`config.mk`:
```
export PLATFORM = sky130hd
export DESIGN_NAME = tlpm_table
export DESIGN_NICKNAME = d
export VERILOG_FILES = /design/src/rtl/tlpm_pkg.sv /design/src/rtl/tlpm_match_array.sv /design/src/rtl/tlpm_prio_enc.sv /design/src/rtl/tlpm_result_mem.sv /design/src/rtl/tlpm_table.sv
export SDC_FILE = /design/constraint.sdc
export NUM_CORES = 2
export LEC_CHECK = 0
export ABC_AREA = 1
export CAP_MARGIN = 20
export CORE_ASPECT_RATIO = 0.75
export CORE_MARGIN = 1
export CORE_UTILIZATION = 55
export CTS_CLUSTER_DIAMETER = 80
export DETAILED_ROUTE_END_ITERATION = 8
export PLACE_DENSITY = 0.82
export SYNTH_ARGS = -nofsm -noshare
export SYNTH_HDL_FRONTEND = slang
export SYNTH_SLANG_ARGS = --single-unit
export TNS_END_PERCENT = 5
```
`constraint.sdc`:
```
create_clock -name clk -period 3.2 [get_ports clk]
set_clock_uncertainty 0.05 [all_clocks]
set_input_delay 0.48 -clock clk [delete_from_list [all_inputs] [get_ports clk]]
set_output_delay 0.48 -clock clk [all_outputs]
set_load 0.005 [all_outputs]
```
`src/rtl/tlpm_pkg.sv`:
```
package tlpm_pkg;

    localparam int EGRESS_W  = 8;
    localparam int REWRITE_W = 12;

    typedef enum logic [1:0] {
        ACT_FORWARD = 2'b00,
        ACT_PUNT    = 2'b01,
        ACT_DROP    = 2'b10
    } route_act_e;

    typedef struct packed {
        route_act_e             action;
        logic [EGRESS_W-1:0]    egress;
        logic [REWRITE_W-1:0]   rewrite;
    } route_res_t;

    localparam int RES_W = $bits(route_res_t);

    // Returned on a miss: drop, no egress, no rewrite.
    localparam route_res_t MISS_RESULT = '{action: ACT_DROP, egress: '0, rewrite: '0};

endpackage

```
`src/rtl/tlpm_match_array.sv`:
```
// Storage of pattern, care mask and valid flag per entry, plus the
// parallel ternary compare against the search key.
module tlpm_match_array #(
    parameter int ENTRIES = 8,
    parameter int KEY_W   = 32,
    parameter int IDX_W   = 3
) (
    input  logic                clk,
    input  logic                rst_n,
    input  logic                wr_en,
    input  logic [IDX_W-1:0]    wr_idx,
    input  logic                wr_valid,
    input  logic [KEY_W-1:0]    wr_value,
    input  logic [KEY_W-1:0]    wr_care,
    input  logic [KEY_W-1:0]    key,
    output logic [ENTRIES-1:0]  match_vec
);

    typedef struct packed {
        logic [ENTRIES-1:0]             valid;
        logic [ENTRIES-1:0][KEY_W-1:0]  value;
        logic [ENTRIES-1:0][KEY_W-1:0]  care;
    } tbl_t;

    tbl_t tbl_d, tbl_q;

    always_comb begin
        tbl_d = tbl_q;
        if (wr_en && (32'(wr_idx) < ENTRIES)) begin
            tbl_d.valid[wr_idx] = wr_valid;
            tbl_d.value[wr_idx] = wr_value;
            tbl_d.care[wr_idx]  = wr_care;
        end
    end

    always_ff @(posedge clk) begin
        if (!rst_n) begin
            tbl_q <= '0;
        end else begin
            tbl_q <= tbl_d;
        end
    end

    // One comparator per entry: masked XOR must be all zero.
    for (genvar g = 0; g < ENTRIES; g++) begin : g_cmp
        assign match_vec[g] = tbl_q.valid[g] &&
                              (((key ^ tbl_q.value[g]) & tbl_q.care[g]) == '0);
    end

endmodule

```
`src/rtl/tlpm_prio_enc.sv`:
```
// First-match encoder: lowest set bit wins.
module tlpm_prio_enc #(
    parameter int ENTRIES = 8,
    parameter int IDX_W   = 3
) (
    input  logic [ENTRIES-1:0]  req,
    output logic                any,
    output logic [IDX_W-1:0]    idx
);

    always_comb begin
        any = |req;
        idx = '0;
        for (int i = ENTRIES - 1; i >= 0; i--) begin
            if (req[i]) begin
                idx = IDX_W'(i);
            end
        end
    end

endmodule

```
`src/rtl/tlpm_result_mem.sv`:
```
// Associated result words, one per entry, asynchronous read.
module tlpm_result_mem #(
    parameter int ENTRIES = 8,
    parameter int IDX_W   = 3,
    parameter int RES_W   = 22
) (
    input  logic                clk,
    input  logic                rst_n,
    input  logic                wr_en,
    input  logic [IDX_W-1:0]    wr_idx,
    input  logic [RES_W-1:0]    wr_data,
    input  logic [IDX_W-1:0]    rd_idx,
    output logic [RES_W-1:0]    rd_data
);

    logic [ENTRIES-1:0][RES_W-1:0] mem_d, mem_q;

    always_comb begin
        mem_d = mem_q;
        if (wr_en && (32'(wr_idx) < ENTRIES)) begin
            mem_d[wr_idx] = wr_data;
        end
    end

    always_ff @(posedge clk) begin
        if (!rst_n) begin
            mem_q <= '0;
        end else begin
            mem_q <= mem_d;
        end
    end

    assign rd_data = mem_q[rd_idx];

endmodule

```
`src/rtl/tlpm_table.sv`:
```
// Ternary route table: compare + encode in stage 1, result read in stage 2.
module tlpm_table
    import tlpm_pkg::*;
#(
    parameter int ENTRIES = 8,
    parameter int KEY_W   = 32,
    localparam int IDX_W  = (ENTRIES > 1) ? $clog2(ENTRIES) : 1
) (
    input  logic                clk,
    input  logic                rst_n,
    input  logic                wr_en,
    input  logic [IDX_W-1:0]    wr_idx,
    input  logic                wr_valid,
    input  logic [KEY_W-1:0]    wr_value,
    input  logic [KEY_W-1:0]    wr_care,
    input  logic [RES_W-1:0]    wr_result,
    input  logic                srch_en,
    input  logic [KEY_W-1:0]    srch_key,
    output logic                rsp_valid,
    output logic                rsp_hit,
    output logic [IDX_W-1:0]    rsp_idx,
    output logic [RES_W-1:0]    rsp_result
);

    typedef struct packed {
        logic               s1_vld;
        logic               s1_hit;
        logic [IDX_W-1:0]   s1_idx;
        logic               s2_vld;
        logic               s2_hit;
        logic [IDX_W-1:0]   s2_idx;
        logic [RES_W-1:0]   s2_res;
    } pipe_t;

    pipe_t pipe_d, pipe_q;

    logic [ENTRIES-1:0] match_vec;
    logic               enc_any;
    logic [IDX_W-1:0]   enc_idx;
    logic [RES_W-1:0]   mem_rd;

    tlpm_match_array #(
        .ENTRIES (ENTRIES),
        .KEY_W   (KEY_W),
        .IDX_W   (IDX_W)
    ) u_match (
        .clk       (clk),
        .rst_n     (rst_n),
        .wr_en     (wr_en),
        .wr_idx    (wr_idx),
        .wr_valid  (wr_valid),
        .wr_value  (wr_value),
        .wr_care   (wr_care),
        .key       (srch_key),
        .match_vec (match_vec)
    );

    tlpm_prio_enc #(
        .ENTRIES (ENTRIES),
        .IDX_W   (IDX_W)
    ) u_enc (
        .req (match_vec),
        .any (enc_any),
        .idx (enc_idx)
    );

    tlpm_result_mem #(
        .ENTRIES (ENTRIES),
        .IDX_W   (IDX_W),
        .RES_W   (RES_W)
    ) u_res (
        .clk     (clk),
        .rst_n   (rst_n),
        .wr_en   (wr_en),
        .wr_idx  (wr_idx),
        .wr_data (wr_result),
        .rd_idx  (pipe_q.s1_idx),
        .rd_data (mem_rd)
    );

    always_comb begin
        pipe_d = pipe_q;

        // Stage 1: capture the encoded winner of this cycle's compare.
        pipe_d.s1_vld = srch_en;
        pipe_d.s1_hit = srch_en && enc_any;
        pipe_d.s1_idx = (srch_en && enc_any) ? enc_idx : '0;

        // Stage 2: read the result word or substitute the miss default.
        pipe_d.s2_vld = pipe_q.s1_vld;
        pipe_d.s2_hit = pipe_q.s1_vld && pipe_q.s1_hit;
        pipe_d.s2_idx = pipe_d.s2_hit ? pipe_q.s1_idx : '0;
        if (!pipe_q.s1_vld) begin
            pipe_d.s2_res = '0;
        end else if (pipe_q.s1_hit) begin
            pipe_d.s2_res = mem_rd;
        end else begin
            pipe_d.s2_res = MISS_RESULT;
        end
    end

    always_ff @(posedge clk) begin
        if (!rst_n) begin
            pipe_q <= '0;
        end else begin
            pipe_q <= pipe_d;
        end
    end

    assign rsp_valid  = pipe_q.s2_vld;
    assign rsp_hit    = pipe_q.s2_hit;
    assign rsp_idx    = pipe_q.s2_idx;
    assign rsp_result = pipe_q.s2_res;

endmodule

```
==> flow_summary.toml <==
[outcome]
status = "finished, final reports clean"

[cts]
cts_made_buffers = 70
cts_hold_buf = 0
clock_latency_ns = 0.61
cts-root-buf = "clkbuf_16"
clk_pin_slew_worst_paths_ns = 0.06
ctsHtreeMaxLevel = 3
post_cts_buffers = 0
cts_tree = "built"
cts.sinks = 728
clockBufferDepth = 3
cts_resized = 0

[final_layout]
finish.instance_area_sq_um = 34800
area_growth_pct = 11.9
final_util_pct = 62.2
fill_cells = 4850
regArea_sq_um = 14600
final_common_cell = "nor2_1"
drive_gt1_share_pct = 4.61
stdcell_count = 5252
multiInputGateArea_sq_um = 13700
nNetsFinal = 4589
final_cell_mix = "nor2_1 (974), o21ai_0 (815), dfxtp_1 (726), nand2_1 (680), a21oi_1 (327)"

[sta]
hold_violations = 0
slew_viol_final = 0
slew_headroom_pct = 22.2
period_minus_slack_ns = 2.26
rsz0062_at_grt = "false"
setup_tns_ns = 0
fmax_mhz = 443
fin_crit_sh_pct = 70.5
setup_viol = 0
layout_setup_ws_ns = 0.943
tightestPinTransition_ns = 1.17

[placement]
placed_area_sq_um = 32500
port_buffers = 152
dp_slack_ns = 0.484
gp_congestion = 0.937
hpwl_um = 57400
place_inst = 5122

[route]
drtIter0Drc = 4091
vias = 29816
wl_per_cell_um = 18.0
dr.pass1.iters = 7
ant_nets = 0
routed_via_density = 5.68
wirelength_um = 94300
post-route-drc-count = 0

[synth]
synth_top_family_by_area = "simple AND/OR/NAND/NOR gates"
avgSynthCellArea_sq_um = 6.81
ys_seq_elements = 728
synth_xor_area_share_pct = 0
synth_nets = 4692
muxShareOfSynthArea_pct = 0
synth_cells = 4566
synth_compound_area_share_pct = 18.6
yosysWarnings = 0
ys_types = 26
yosys.area_share.adder_pct = 0
synth_area_sq_um = 31100
seq_area_frac_synth_pct = 46.9
synthSimpleGateAreaFrac_pct = 25.3

[global_route]
grt_max_degree = 313
grt_pass1_vias = 26760
antenna_found_initial = 14
overflow = 0
grt_pass1_wl_um = 147000
track_usage_pct = 31.9

[power_and_ir_drop]
power_density_nw_per_um2 = 555
max-vdd-ir-drop_v = 0.000350
p_leak_nw = 14.7

[setup_path]
end_kind = "register"
rr_worst_depth = 11
critical_path_arrival_ns = 2.73
cp_data_required_time_ns = 3.67
worstSetupPathType = "in -> reg"
path_max_fanout = 11
worstSetupStartpointType = "input port"

[run]
drv_cap = 0

[floorplanning]
num_rows = 75
die_y_um = 208
io_pins = 153
start_util_pct = 55.6
die_x_um = 277
coreArea_sq_um = 55900
die_area_sq_um = 57500

[worst_hold_path]
worstHoldPathCells = 3
hold_path.class = "in -> reg"
[stage by stage]
stage               hold slack (ns)  power (mW)
floorplan                     0.373        10.7
CTS                           0.155        19.3
finish                        0.177        19.3
detailed placement            0.391        11.2
global placement              0.389        11.2
global route                  0.174        19.9
[logic make-up (layout without fill, tap and decap cells)]
group                  after synthesis  count (layout)
DFF                                728             728
other                                0               9
AOI/OAI and AO/OA                 1155            1155
and+or+nand+nor                   1977            1977
buffers and inverters              706             652
[final timing paths]
| kind | startpoint | to | slack (ns) |
|---|---|---|---|
| max | srch_key[24] | pipe_q[27] | 0.94 |
| min | rst_n | u_res.mem_q[164] | 0.18 |
| max reg2reg | u_match.tbl_q[262] | pipe_q[27] | 1.27 |
| min reg2reg | u_res.mem_q[127] | u_res.mem_q[127] | 0.40 |
[sequential cells by signal (all words and copies together), names as in the netlist]
signal and cells:
pipe_d 1, rsp_valid 1, u_match.tbl_q 520, rsp_hit 1, u_res.mem_q 176, pipe_q 4, rsp_idx 3, rsp_result 22
[Yosys cell counts (all sizes together)]
| cell | count | area [sq um] |
|---|---|---|
| buf | 135 | 719 |
| nand4 | 9 | 56.3 |
| dfxtp | 728 | 14600 |
| nor3 | 2 | 15.0 |
| clkbuf | 235 | 891 |
| or2 | 8 | 50.0 |
| nor2 | 986 | 3710 |
| clkinv | 8 | 38.8 |
| nand2 | 683 | 2570 |
| nand3 | 288 | 1450 |
| a21oi | 327 | 1640 |
| o21ai | 828 | 4140 |
| nor4 | 1 | 6.26 |
| inv | 328 | 1230 |
[layout make-up]
type	instances	area share (%)
tap	731	2.63
clock inverter	14	0.381
inverter	336	3.71
multi-input combinational	3132	39.4
antenna	9	0.0647
timing repair buffer	195	5.93
sequential	728	41.9
clock buffer	107	6.04
[critical path: stages]
cell	delay, ns
clkdlybuf4s50_1	0.63
inv_1	0.30
nand2_1	0.08
nand3_1	0.07
nand2_1	0.05
nor2_1	0.27
nand2_1	0.15
nor2_1	0.14
nand3_1	0.12
nand2_1	0.14
nor2_2	0.06
nand2_2	0.07
nand3_1	0.06
a21oi_1	0.11
[layer usage]
| metal | up-vias | wire length [um] | GRT usage (%) |
|---|---|---|---|
| met5 | - | 151 | 0.993 |
| met4 | 14 | 2790 | 11.1 |
| met3 | 211 | 11000 | 8.32 |
| met2 | 1506 | 39900 | 47.1 |
| met1 | 13686 | 40500 | 45.0 |
| li1 | 14399 | - | - |
[power by group]
part / switching (mW) / internal, mW / total, mW / leakage [nW]
clock: 3.52 / 4.68 / 8.20 / 1.10
combinational: 1.08 / 0.509 / 1.59 / 7.65
sequential: 0.149 / 9.37 / 9.52 / 5.92
Power figures use the tool's default switching activity.
